### src/rtl/trapvec_pkg.sv
package trapvec_pkg;

  localparam int TYPE_W = 9;

  typedef enum logic [1:0] {
    RT_PRIV  = 2'd0,
    RT_HYPER = 2'd1,
    RT_RED   = 2'd2,
    RT_HALT  = 2'd3
  } route_e;

  typedef enum logic [1:0] {
    LV_USER  = 2'd0,
    LV_PRIV  = 2'd1,
    LV_HYPER = 2'd2
  } priv_e;

  localparam logic [TYPE_W-1:0] RED_TYPE  = 9'd5;
  localparam logic [TYPE_W-1:0] WDOG_TYPE = 9'd2;
  localparam logic [TYPE_W-1:0] POR_TYPE  = 9'd1;
  localparam logic [63:0] RED_BASE = 64'h0000_00FF_F000_0000;

  localparam int PS_PRIV_BIT = 2;
  localparam int PS_FPEN_BIT = 4;
  localparam int HS_TLZ_BIT  = 0;
  localparam int HS_PRIV_BIT = 2;
  localparam int HS_RED_BIT  = 5;
  localparam int HS_IBE_BIT  = 10;

  typedef struct packed {
    logic              loadVec;
    logic              loadPor;
    route_e            route;
    logic [TYPE_W-1:0] vecType;
    logic              deepLevel;
  } strobe_t;

endpackage

### src/rtl/trap_route_ctrl.sv
module trap_route_ctrl
  import trapvec_pkg::*;
#(
  parameter int MAX_TL  = 6,
  parameter int MAX_PTL = 2,
  parameter int TL_W    = 3,
  parameter int PS_W    = 13,
  parameter int HS_W    = 11
) (
  input  logic              trapReq,
  input  logic              porReq,
  input  logic [TYPE_W-1:0] trapType,
  input  logic [TL_W-1:0]   trapLevel,
  input  logic [PS_W-1:0]   procState,
  input  logic [HS_W-1:0]   hyperState,
  input  logic [2:0]        destMap,
  output strobe_t           strobe
);

  priv_e curLevel;
  logic  destHyper;
  int    levelNum;

  always_comb begin
    if (!procState[PS_PRIV_BIT])      curLevel = LV_USER;
    else if (!hyperState[HS_PRIV_BIT]) curLevel = LV_PRIV;
    else                               curLevel = LV_HYPER;
  end

  always_comb begin
    case (curLevel)
      LV_USER: destHyper = destMap[0];
      LV_PRIV: destHyper = destMap[1];
      default: destHyper = destMap[2];
    endcase
  end

  assign levelNum = int'(trapLevel);

  always_comb begin
    strobe = '0;
    if (porReq) begin
      strobe.loadVec = 1'b1;
      strobe.loadPor = 1'b1;
      strobe.route   = RT_RED;
      strobe.vecType = POR_TYPE;
    end else if (trapReq) begin
      strobe.loadVec = 1'b1;
      if (hyperState[HS_RED_BIT] || levelNum == MAX_TL - 1) begin
        strobe.route   = RT_RED;
        strobe.vecType = RED_TYPE;
      end else if (levelNum >= MAX_TL) begin
        strobe.route   = RT_HALT;
        strobe.vecType = trapType;
      end else if (levelNum > MAX_PTL && !destHyper) begin
        strobe.route   = RT_HYPER;
        strobe.vecType = WDOG_TYPE;
      end else if (destHyper) begin
        strobe.route   = RT_HYPER;
        strobe.vecType = trapType;
      end else begin
        strobe.route     = RT_PRIV;
        strobe.vecType   = trapType;
        strobe.deepLevel = (levelNum >= 1);
      end
    end
  end

endmodule

### src/rtl/trap_vec_dp.sv
module trap_vec_dp
  import trapvec_pkg::*;
#(
  parameter int MAX_TL = 6,
  parameter int MAX_GL = 3,
  parameter int TL_W   = 3,
  parameter int GL_W   = 2,
  parameter int PS_W   = 13,
  parameter int HS_W   = 11
) (
  input  logic              clk,
  input  logic              rstN,
  input  strobe_t           strobe,
  input  logic [63:0]       privBase,
  input  logic [63:0]       hyperBase,
  input  logic [HS_W-1:0]   hyperState,
  output logic              outValid,
  output route_e            outRoute,
  output logic [TYPE_W-1:0] outType,
  output logic [63:0]       outPc,
  output logic [63:0]       outNpc,
  output logic [63:0]       outNnpc,
  output logic              porValid,
  output logic [TL_W-1:0]   porTrapLevel,
  output logic [GL_W-1:0]   porGlobalLevel,
  output logic [PS_W-1:0]   porProcState,
  output logic [HS_W-1:0]   porHyperState,
  output logic [63:0]       porTick
);

  logic [63:0]     pcNext, npcNext, nnpcNext;
  logic [HS_W-1:0] hsPor;

  always_comb begin
    case (strobe.route)
      RT_RED:   pcNext = RED_BASE | {56'd0, strobe.vecType[2:0], 5'd0};
      RT_HYPER: pcNext = {hyperBase[63:14], strobe.vecType, 5'd0};
      RT_PRIV:  pcNext = {privBase[63:15], strobe.deepLevel, strobe.vecType, 5'd0};
      default:  pcNext = 64'd0;
    endcase
    if (strobe.route == RT_HALT) begin
      npcNext  = 64'd0;
      nnpcNext = 64'd0;
    end else begin
      npcNext  = pcNext + 64'd4;
      nnpcNext = pcNext + 64'd8;
    end
  end

  always_comb begin
    hsPor = hyperState;
    hsPor[HS_RED_BIT]  = 1'b1;
    hsPor[HS_PRIV_BIT] = 1'b1;
    hsPor[HS_IBE_BIT]  = 1'b0;
    hsPor[HS_TLZ_BIT]  = 1'b0;
  end

  always_ff @(posedge clk) begin
    if (!rstN) begin
      outValid       <= 1'b0;
      outRoute       <= RT_PRIV;
      outType        <= '0;
      outPc          <= '0;
      outNpc         <= '0;
      outNnpc        <= '0;
      porValid       <= 1'b0;
      porTrapLevel   <= '0;
      porGlobalLevel <= '0;
      porProcState   <= '0;
      porHyperState  <= '0;
      porTick        <= '0;
    end else begin
      outValid <= strobe.loadVec;
      porValid <= strobe.loadPor;
      if (strobe.loadVec) begin
        outRoute <= strobe.route;
        outType  <= strobe.vecType;
        outPc    <= pcNext;
        outNpc   <= npcNext;
        outNnpc  <= nnpcNext;
      end
      if (strobe.loadPor) begin
        porTrapLevel   <= TL_W'(MAX_TL);
        porGlobalLevel <= GL_W'(MAX_GL);
        porProcState   <= PS_W'(1) << PS_FPEN_BIT;
        porHyperState  <= hsPor;
        porTick        <= 64'h8000_0000_0000_0000;
      end
    end
  end

endmodule

### src/rtl/trap_vector_unit.sv
module trap_vector_unit
  import trapvec_pkg::*;
#(
  parameter int MAX_TL  = 6,
  parameter int MAX_PTL = 2,
  parameter int MAX_GL  = 3,
  parameter int PS_W    = 13,
  parameter int HS_W    = 11,
  localparam int TL_W   = $clog2(MAX_TL + 2),
  localparam int GL_W   = $clog2(MAX_GL + 1)
) (
  input  logic              clk,
  input  logic              rstN,
  input  logic              trapReq,
  input  logic              porReq,
  input  logic [TYPE_W-1:0] trapType,
  input  logic [TL_W-1:0]   trapLevel,
  input  logic [PS_W-1:0]   procState,
  input  logic [HS_W-1:0]   hyperState,
  input  logic [2:0]        destMap,
  input  logic [63:0]       privBase,
  input  logic [63:0]       hyperBase,
  output logic              outValid,
  output logic [1:0]        outRoute,
  output logic [TYPE_W-1:0] outType,
  output logic [63:0]       outPc,
  output logic [63:0]       outNpc,
  output logic [63:0]       outNnpc,
  output logic              porValid,
  output logic [TL_W-1:0]   porTrapLevel,
  output logic [GL_W-1:0]   porGlobalLevel,
  output logic [PS_W-1:0]   porProcState,
  output logic [HS_W-1:0]   porHyperState,
  output logic [63:0]       porTick
);

  strobe_t strobe;
  route_e  routeReg;

  trap_route_ctrl #(
    .MAX_TL(MAX_TL), .MAX_PTL(MAX_PTL), .TL_W(TL_W), .PS_W(PS_W), .HS_W(HS_W)
  ) u_ctrl (
    .trapReq(trapReq), .porReq(porReq), .trapType(trapType),
    .trapLevel(trapLevel), .procState(procState), .hyperState(hyperState),
    .destMap(destMap), .strobe(strobe)
  );

  trap_vec_dp #(
    .MAX_TL(MAX_TL), .MAX_GL(MAX_GL), .TL_W(TL_W), .GL_W(GL_W),
    .PS_W(PS_W), .HS_W(HS_W)
  ) u_dp (
    .clk(clk), .rstN(rstN), .strobe(strobe), .privBase(privBase),
    .hyperBase(hyperBase), .hyperState(hyperState),
    .outValid(outValid), .outRoute(routeReg), .outType(outType),
    .outPc(outPc), .outNpc(outNpc), .outNnpc(outNnpc),
    .porValid(porValid), .porTrapLevel(porTrapLevel),
    .porGlobalLevel(porGlobalLevel), .porProcState(porProcState),
    .porHyperState(porHyperState), .porTick(porTick)
  );

  assign outRoute = routeReg;

endmodule

### config.mk
export PLATFORM = sky130hd
export DESIGN_NAME = trap_vector_unit
export DESIGN_NICKNAME = d
export VERILOG_FILES = /design/src/rtl/trapvec_pkg.sv /design/src/rtl/trap_route_ctrl.sv /design/src/rtl/trap_vec_dp.sv /design/src/rtl/trap_vector_unit.sv
export SDC_FILE = /design/constraint.sdc
export NUM_CORES = 1
export LEC_CHECK = 0
export ABC_AREA = 1
export ABC_CLOCK_PERIOD_IN_PS = 2100
export BUFFER_PORTS_ARGS = -buffer_cell sky130_fd_sc_hd__buf_2
export CORE_AREA = 2 2 183 185
export CTS_CLUSTER_DIAMETER = 150
export DETAILED_ROUTE_END_ITERATION = 10
export DIE_AREA = 0 0 185 187
export GPL_ROUTABILITY_DRIVEN = 0
export SLEW_MARGIN = 15
export SYNTH_ARGS = -nofsm -noshare
export SYNTH_HDL_FRONTEND = slang
export SYNTH_SLANG_ARGS = --single-unit
### constraint.sdc
create_clock -name clk -period 2.1 [get_ports clk]
set_input_delay 0.315 -clock clk [delete_from_list [all_inputs] [get_ports clk]]
set_output_delay 0.315 -clock clk [all_outputs]
set_load 0.1 [all_outputs]
==> flow_summary.rst, run 1 <==
.. list-table::
   :header-rows: 1

   * - Metric
     - Value
   * - Run status
     - finished clean
   * - Pwr per Cell Area
     - 1050 nW/µm²
   * - Longest Clk Path Bufs
     - 2
   * - Total global routing track utilization
     - 10.2%
   * - Total of buffers placed on input and output ports
     - about 330
   * - Cell count of the worst hold path
     - 3
   * - Number of clock sinks
     - around 130
   * - Slew @ Worst Pin
     - 0.555 ns
   * - Area inside the core boundary
     - between 30000 and 40000 µm²
   * - Cells after Synth
     - 863
   * - Worst Slack Setup Final
     - between 0.4 and 0.5 ns
   * - Count of final hold-check violations
     - 0
   * - Ant diodes
     - 0
   * - Capturing element type of the critical path
     - primary output
   * - Number of I/O pins
     - 469
   * - Detailed Route Iter0 Violations
     - ~180
   * - Avg Vias per Cell
     - 3.59
   * - Hold Crit Class
     - input port to flop
   * - Required time worst endpoint
     - around 1.8 ns
   * - Total Die Area
     - 34600 µm²
   * - Number of flops mapped to enable cells by yosys
     - 0
   * - Post-synth top cells
     - sky130_fd_sc_hd__nand2_1 (401), sky130_fd_sc_hd__buf_4 (171), sky130_fd_sc_hd__dfxtp_1 (128), sky130_fd_sc_hd__nand3_1 (27), sky130_fd_sc_hd__inv_1 (24)
   * - Worst-path cell chain
     - buf_2
   * - Design Power
     - between 8 and 9 mW
   * - Initial core utilization
     - 18.9%
   * - Antenna-violating nets left
     - 0
   * - Critical path buffers and inverters
     - 1
   * - Overall via count from detail_route
     - 5658
   * - Unique masters post-synth
     - 24
   * - Kind of cell adding the most delay to the critical path
     - buffers and inverters
   * - Register bit total from synthesis
     - 128
   * - Finish-stage setup viols
     - 0
   * - Sequential-to-total area share from yosys stat
     - 41.3%
   * - Worst slew margin
     - 62.9%
   * - Area share of the largest cell type after synthesis
     - 41.3%
   * - Register-to-register setup slack
     - 1.34 ns
   * - Detailed placement HPWL
     - 13800 µm
   * - # H-tree levels
     - 4
   * - Hold-fix buffers, CTS
     - 0
   * - Post-CTS Resized
     - 0
   * - Wirelength per Cell
     - 11.5 µm
   * - RSZ-0062 raised after global routing
     - no
   * - Die X
     - about 190 µm
   * - Vias in the first global route
     - 5030
   * - Final clock period utilization by the worst path
     - between 70 and 80%
   * - Number of detailed-routing iterations run before antenna repair
     - 4
   * - DRT Wirelength
     - around 18000 µm
   * - Maximum single-stage delay on the critical path
     - 0.48 ns
   * - Synthesis-to-layout area growth
     - 30.6%
   * - Wire length of the first global-routing pass
     - about 27000 µm
   * - Clock transition time at the flip-flop clock pins of the worst setup and hold paths
     - 0.06 ns
   * - Max Clock Skew
     - 0 ns
   * - Detailed-route DRC error count
     - 0
   * - Start of the worst register-to-register path
     - u_dp.outPc[33]
   * - Hold EP
     - u_dp.porHyperState[1]
   * - Hold path start
     - hyperState[1]
   * - Latest clock arrival within the worst-skew pair
     - 0.42 ns
   * - Clock root cell
     - sky130_fd_sc_hd__clkbuf_16
   * - Cell type with the highest aggregate area in the netlist
     - sky130_fd_sc_hd__dfxtp_1
   * - IR drop worst, VDD
     - 0.000502 V
   * - Crit. Startpoint
     - u_dp.porHyperState[5]
   * - Buffers inserted by post-CTS timing repair
     - 0
   * - CP Class
     - flop to primary output
   * - Proportion of synthesized flip-flops having asynchronous set or reset
     - 0%
   * - Worst reg-to-reg path cell count
     - 2
   * - Vertical die dimension
     - 187 µm
   * - Instance area at placement
     - 7500 µm²
   * - Destination of the worst register-to-register timing path
     - u_dp.outPc[33]
   * - Leakage power
     - slightly below 5 nW
   * - GRT overflow
     - 0
   * - Cell row count
     - 67
   * - Max Freq
     - just over 600 MHz
   * - Element type at the critical path start
     - flop
   * - Pin count of the biggest net entering global routing
     - 59
   * - Finished layout cell area
     - 8100 µm²
   * - Number of slew-limit violations in the final report
     - 0
   * - Critical path data arrival time
     - 1.34 ns
   * - Initial antenna violation count
     - 0
   * - Setup TNS Final
     - 0 ns
   * - Predominant post-synthesis flop cell
     - sky130_fd_sc_hd__dfxtp_1
   * - Final #Nets
     - 1288
   * - Fraction of layout instances using a drive strength above 1
     - between 30% and 40%
   * - Synth top area cells
     - sky130_fd_sc_hd__dfxtp_1 (41%), sky130_fd_sc_hd__nand2_1 (24%), sky130_fd_sc_hd__buf_4 (21%), sky130_fd_sc_hd__nand3_1 (2.2%), sky130_fd_sc_hd__buf_2 (1.6%)
   * - Tmin final
     - between 1.5 and 2 ns
   * - Synth warn
     - 0
   * - Post-synthesis area per instance
     - 7.18 µm²
   * - Post-synth design cell area
     - 6200 µm²
   * - TritonCTS clock tree
     - built
   * - Most common cell in the synthesized netlist
     - sky130_fd_sc_hd__nand2_1
   * - Critical Path Slowest Stage Cell
     - sky130_fd_sc_hd__buf_2
   * - Highest fanout seen on the critical path
     - 9
   * - Setup WS pre-CTS
     - 0.289 ns
   * - Max-cap violations
     - 0
   * - Clock buffer count from CTS
     - 17
==> cell usage in the layout, fill, tap and decap left out <==
master | synthesis | routed
sky130_fd_sc_hd__clkbuf_1 | 8 | 1
sky130_fd_sc_hd__a22o_1 | 1 | 1
sky130_fd_sc_hd__buf_12 | 0 | 6
sky130_fd_sc_hd__inv_2 | 5 | 5
sky130_fd_sc_hd__o21ai_0 | 10 | 10
sky130_fd_sc_hd__nand4_1 | 9 | 9
sky130_fd_sc_hd__buf_4 | 171 | 8
sky130_fd_sc_hd__conb_1 | 1 | 91
sky130_fd_sc_hd__inv_1 | 24 | 24
sky130_fd_sc_hd__inv_6 | 0 | 1
sky130_fd_sc_hd__dfxtp_1 | 128 | 128
sky130_fd_sc_hd__nand3_2 | 1 | 1
sky130_fd_sc_hd__or2_1 | 7 | 7
sky130_fd_sc_hd__clkinv_4 | 0 | 3
sky130_fd_sc_hd__buf_2 | 20 | 334
sky130_fd_sc_hd__clkinv_2 | 0 | 2
sky130_fd_sc_hd__nor2_1 | 19 | 19
sky130_fd_sc_hd__o2111ai_1 | 1 | 1
sky130_fd_sc_hd__a21oi_1 | 2 | 2
sky130_fd_sc_hd__nand3_1 | 27 | 27
sky130_fd_sc_hd__a21oi_2 | 1 | 1
sky130_fd_sc_hd__bufinv_16 | 0 | 2
sky130_fd_sc_hd__clkinvlp_4 | 0 | 4
sky130_fd_sc_hd__clkbuf_16 | 0 | 17
sky130_fd_sc_hd__clkbuf_8 | 0 | 2
sky130_fd_sc_hd__and3_1 | 1 | 1
sky130_fd_sc_hd__nor2_4 | 2 | 5
sky130_fd_sc_hd__nand2_1 | 401 | 401
sky130_fd_sc_hd__nand2_2 | 13 | 13
sky130_fd_sc_hd__o21bai_1 | 1 | 1
sky130_fd_sc_hd__nor2_2 | 6 | 3
==> metal layers <==
layer,track usage (%),wire [µm]
met5,0,0
met4,3.75,278
met3,2.43,1330
met2,18.3,8920
met1,11.7,7690
==> where the power goes <==
part / internal [mW] / switching [mW]
Combinational: 0.330 / 2.59
Sequential: 2.54 / 0.0788
Clock: 1.81 / 1.18
==> stage by stage <==
step / cells / hold slack (ns) / utilization [%]
floorplan: 953 / 0.449 / -
global placement: 1546 / 0.433 / 22.8
detailed placement: 1546 / 0.433 / 22.8
CTS: 1578 / 0.0966 / 24.6
global route: 1578 / 0.102 / 24.6
finish: 1578 / 0.122 / 24.6
==> cell type report <==
| class | count | area (µm²) |
|---|---|---|
| Clock inverter | 12 | 135 |
| Fill cell | 3710 | 24800 |
| Sequential cell | 128 | 2560 |
| Tap cell | 448 | 561 |
| Inverter | 29 | 109 |
| Clock buffer | 20 | 457 |
| Timing Repair Buffer | 348 | 1850 |
| Multi-Input combinational cell | 593 | 2420 |
==> flip-flops by register name (all words and copies together), names as in the netlist <==
name	cells
u_dp.outNpc	54
u_dp.outType	9
u_dp.outPc	53
u_dp.outRoute	2
u_dp.porHyperState	8
u_dp.outValid	1
u_dp.porValid	1
==> cell families after synthesis <==
logic type	synth area share, %
compound gates	1.51
buf+inv	25.3
flops	41.3
other cells	0.0605
simple gates	31.8
==> worst max path at each step <==
stage	end	depth (start not counted)
final	porGlobalLevel[0]	1
after floorplan	porGlobalLevel[1]	1
after global routing	porTrapLevel[1]	1
after CTS	porGlobalLevel[0]	1
after global placement	u_dp.outPc[63]	11
after detailed placement	u_dp.outPc[63]	11
Note: power is estimated with default switching activity, not from simulation.
==> run 2, diff against run 1 <==
ABC_CLOCK_PERIOD_IN_PS = 1400   (was 2100)
clock period = 1.4 ns   (was 2.1 ns; I/O delays follow)
==> run 2 against run 1 <==
First-iteration DRC count fell by 13%. Clock skew did not move. Non-clock buffer count rose by 28. Critical endpoint is now porHyperState[2]. Core utilization rose by 2.8 points. Clock power rose by 53%. Wire length rose by 5.1%. Global-route usage rose by 0.22 points. Total power rose by 55%.
==> flow_summary.rst, run 2 (same netlist as run 1, synthesis figures left out) <==
.. list-table::
   :header-rows: 1

   * - Metric
     - Value
   * - TritonCTS clock tree
     - built (unchanged)
   * - Element type at the critical path start
     - flop (unchanged)
   * - Number of detailed-routing iterations run before antenna repair
     - 4 (unchanged)
   * - Finished layout cell area
     - 9010 µm² (was 8100 µm²)
   * - Combinational power share
     - 35.2% (was 34.2%)
   * - Ant diodes
     - 0 (unchanged)
   * - Hold Crit Class
     - input port to flop (unchanged)
   * - Post-route insts no fill
     - 1606 (was 1578)
   * - IR drop worst, VDD
     - 0.000735 V (was 0.000502 V)
   * - Clock root cell
     - sky130_fd_sc_hd__clkbuf_16 (unchanged)
   * - Final #Nets
     - 1316 (was 1288)
   * - Total global routing track utilization
     - 10.5% (was 10.2%)
   * - Met3 routed WL
     - 1270 µm (was 1330 µm)
   * - Largest Register
     - u_dp.outNpc (unchanged)
   * - Detailed Route Iter0 Violations
     - 152 (was 175)
   * - Destination of the worst register-to-register timing path
     - u_dp.outPc[33] (unchanged)
   * - Area of the multi-input gates
     - 2420 µm² (unchanged)
   * - Maximum single-stage delay on the critical path
     - 0.40 ns (was 0.48 ns)
   * - # H-tree levels
     - 4 (unchanged)
   * - Met1 WL
     - 8070 µm (was 7690 µm)
   * - Critical path data arrival time
     - 1.17 ns (was 1.34 ns)
   * - Top layer reached by signal wires
     - met4 (unchanged)
   * - Critical path buffers and inverters
     - 1 (unchanged)
   * - Clock transition time at the flip-flop clock pins of the worst setup and hold paths
     - 0.06 ns (about the same)
   * - Antenna-violating nets left
     - 0 (unchanged)
   * - Kind of cell adding the most delay to the critical path
     - flip-flops (was buffers and inverters)
   * - Tmin final
     - about 1.4 ns
   * - Wirelength per Cell
     - 11.9 µm (was 11.5 µm)
   * - Biggest registers after layout
     - u_dp.outNpc x54, u_dp.outPc x53, u_dp.outType x9 (unchanged)
   * - Total number of cells along the worst setup path
     - 1 (unchanged)
   * - Count of final hold-check violations
     - 0 (unchanged)
   * - Start of the worst register-to-register path
     - u_dp.outPc[33] (unchanged)
   * - Hold path start
     - hyperState[6] (was hyperState[1])
   * - Commonest non-fill, non-tap cells in the layout
     - sky130_fd_sc_hd__nand2_1 (401), sky130_fd_sc_hd__buf_4 (217), sky130_fd_sc_hd__buf_2 (128) (was sky130_fd_sc_hd__nand2_1 (401), sky130_fd_sc_hd__buf_2 (334), sky130_fd_sc_hd__dfxtp_1 (128))
   * - Longest Clk Path Bufs
     - 2 (unchanged)
   * - Number of I/O pins
     - 469 (unchanged)
   * - CP Class
     - flop to primary output (unchanged)
   * - Run status
     - finished clean (unchanged)
   * - Pin count of the biggest net entering global routing
     - 47 (was 59)
   * - Area of all sequential standard cells
     - 2640 µm² (was 2560 µm²)
   * - Met2 layer wire length in the routed design
     - 9610 µm (was 8920 µm)
   * - Max-cap violations
     - 0 (unchanged)
   * - Finish-stage setup viols
     - 0 (unchanged)
   * - Most common cell after layout, fill and taps aside
     - sky130_fd_sc_hd__nand2_1 (unchanged)
   * - Worst reg-to-reg path cell count
     - 2 (unchanged)
   * - End point of the critical path
     - porHyperState[2] (was porGlobalLevel[0])
   * - Required time worst endpoint
     - 1.19 ns (was 1.78 ns)
   * - Int Pwr
     - 7.34 mW (was 4.69 mW)
   * - Share of power burned in the clock network
     - 34.7% (was 35.1%)
   * - Fraction of layout instances using a drive strength above 1
     - 42.8% (was 36.0%)
   * - Die X
     - 185 µm (unchanged)
   * - Psw
     - 5.87 mW (was 3.85 mW)
   * - Setup WS pre-CTS
     - -0.260 ns (was 0.289 ns)
   * - Fraction of power spent switching nets
     - 44.4% (was 45.1%)
   * - Wire length of the first global-routing pass
     - 27800 µm (was 26900 µm)
   * - Overall via count from detail_route
     - 5785 (was 5658)
   * - Register-to-register setup slack
     - 0.66 ns (was 1.34 ns)
   * - Fraction of power consumed by sequential logic
     - 30.1% (was 30.7%)
   * - Clock buffer count from CTS
     - 17 (unchanged)
   * - Pwr per Cell Area
     - 1470 nW/µm² (was 1050 nW/µm²)
   * - Vertical die dimension
     - 187 µm (unchanged)
   * - DRT Wirelength
     - 19100 µm (was 18200 µm)
   * - GRT overflow
     - 0 (unchanged)
   * - Number of slew-limit violations in the final report
     - 0 (unchanged)
   * - Critical Path Slowest Stage Cell
     - sky130_fd_sc_hd__dfxtp_2 (was sky130_fd_sc_hd__buf_2)
   * - Worst-case hold slack
     - 0.0299 ns (was 0.122 ns)
   * - Instance area at placement
     - 7900 µm² (was 7500 µm²)
   * - Max Clock Skew
     - 0 ns (unchanged)
   * - Max Freq
     - 723 MHz
   * - Vias in the first global route
     - 5283 (was 5030)
   * - Avg Vias per Cell
     - 3.60 (was 3.59)
   * - Cell row count
     - 67 (unchanged)
   * - Area inside the core boundary
     - 32900 µm² (unchanged)
   * - Filler Cell Count
     - 3623 (was 3710)
   * - Max FFs per register
     - 54 (unchanged)
   * - Detailed placement HPWL
     - 14500 µm (was 13800 µm)
   * - Latest clock arrival within the worst-skew pair
     - 0.41 ns (was 0.42 ns)
   * - Crit. Startpoint
     - u_dp.porHyperState[5] (unchanged)
   * - Worst Slack Setup Final
     - 0.0173 ns (was 0.445 ns)
   * - Leakage power
     - 5.05 nW (was 4.83 nW)
   * - Capturing element type of the critical path
     - primary output (unchanged)
   * - Synthesis-to-layout area growth
     - 45.4% (was 30.6%)
   * - Number of clock sinks
     - 128 (unchanged)
   * - Initial antenna violation count
     - 0 (unchanged)
   * - Total Die Area
     - 34600 µm² (unchanged)
   * - Post-placement cell count
     - 1573 (was 1546)
   * - Worst-path cell chain
     - clkbuf_4 (was buf_2)
   * - Initial core utilization
     - 18.9% (unchanged)
   * - Final clock period utilization by the worst path
     - 98.8%
   * - Total of buffers placed on input and output ports
     - 334 (unchanged)
   * - Detailed-route DRC error count
     - 0 (unchanged)
   * - RSZ-0062 raised after global routing
     - yes (was no)
   * - Highest fanout seen on the critical path
     - 9 (unchanged)
==> run 2: power by group through the flow <==
stage                     Clock, mW  Sequential (mW)  Combinational [mW]
final                          4.58             3.98                4.65
after global routing           4.97             4.00                4.80
after CTS                      4.82             3.98                4.65
after detailed placement          0             4.04                4.49
after global placement            0             4.04                4.48
after floorplan                   0             5.26                2.88
==> run 2: worst min path at each step <==
stage | end | slack (ns) | cells past startpoint
6_report | u_dp.porHyperState[6] | 0.03 | 3
5_1_grt | u_dp.porHyperState[7] | 0.02 | 3
2_1_floorplan | u_dp.outType[3] | 0.34 | 2
3_3_place_gp | u_dp.outPc[16] | 0.43 | 2
3_5_place_dp | u_dp.outPc[47] | 0.44 | 2
4_1_cts | u_dp.porHyperState[6] | 0.003 | 3
==> run 2: worst min-delay path, delay by kind of cell <==
family                 cells  cell delay, ns
buffers and inverters      1            0.08
AND/OR/NAND/NOR            2            0.11
==> run 2: area by class of cell <==
type / instances / share of cell area [%]
Inverter: 29 / 1.21
Tap cell: 448 / 6.22
Sequential cell: 128 / 29.3
Timing Repair Buffer: 376 / 29.7
Clock buffer: 19 / 5.03
Multi-Input combinational cell: 593 / 26.8
Clock inverter: 13 / 1.68
==> run 2: repair_timing <==
action / 4_1_cts / 5_1_grt
buffers inserted: 0 / 0
endpoints found under the setup margin: 191 / 19
cloned: 0 / 0
hold endpoints to repair: 1 / 0
gates resized for setup: 182 / 22
hold buffers: 1 / 0
==> run 2: stage by stage <==
step | util, % | TNS, ns | power, mW
2_1_floorplan | - | 0 | 8.15
3_3_place_gp | 24.0 | -12.97 | 8.52
3_5_place_dp | 24.0 | -17.80 | 8.53
4_1_cts | 27.3 | -0.913 | 13.4
5_1_grt | 27.4 | -0.318 | 13.8
6_report | 27.4 | 0 | 13.2
==> run 2: metal layers <==
| layer | global-route usage, % | vias up |
|---|---|---|
| met1 | 12.0 | 2599 |
| met2 | 18.9 | 254 |
| met4 | 3.24 | 0 |
| li1 | - | 2921 |
| met3 | 2.51 | 11 |
| met5 | 0 | - |
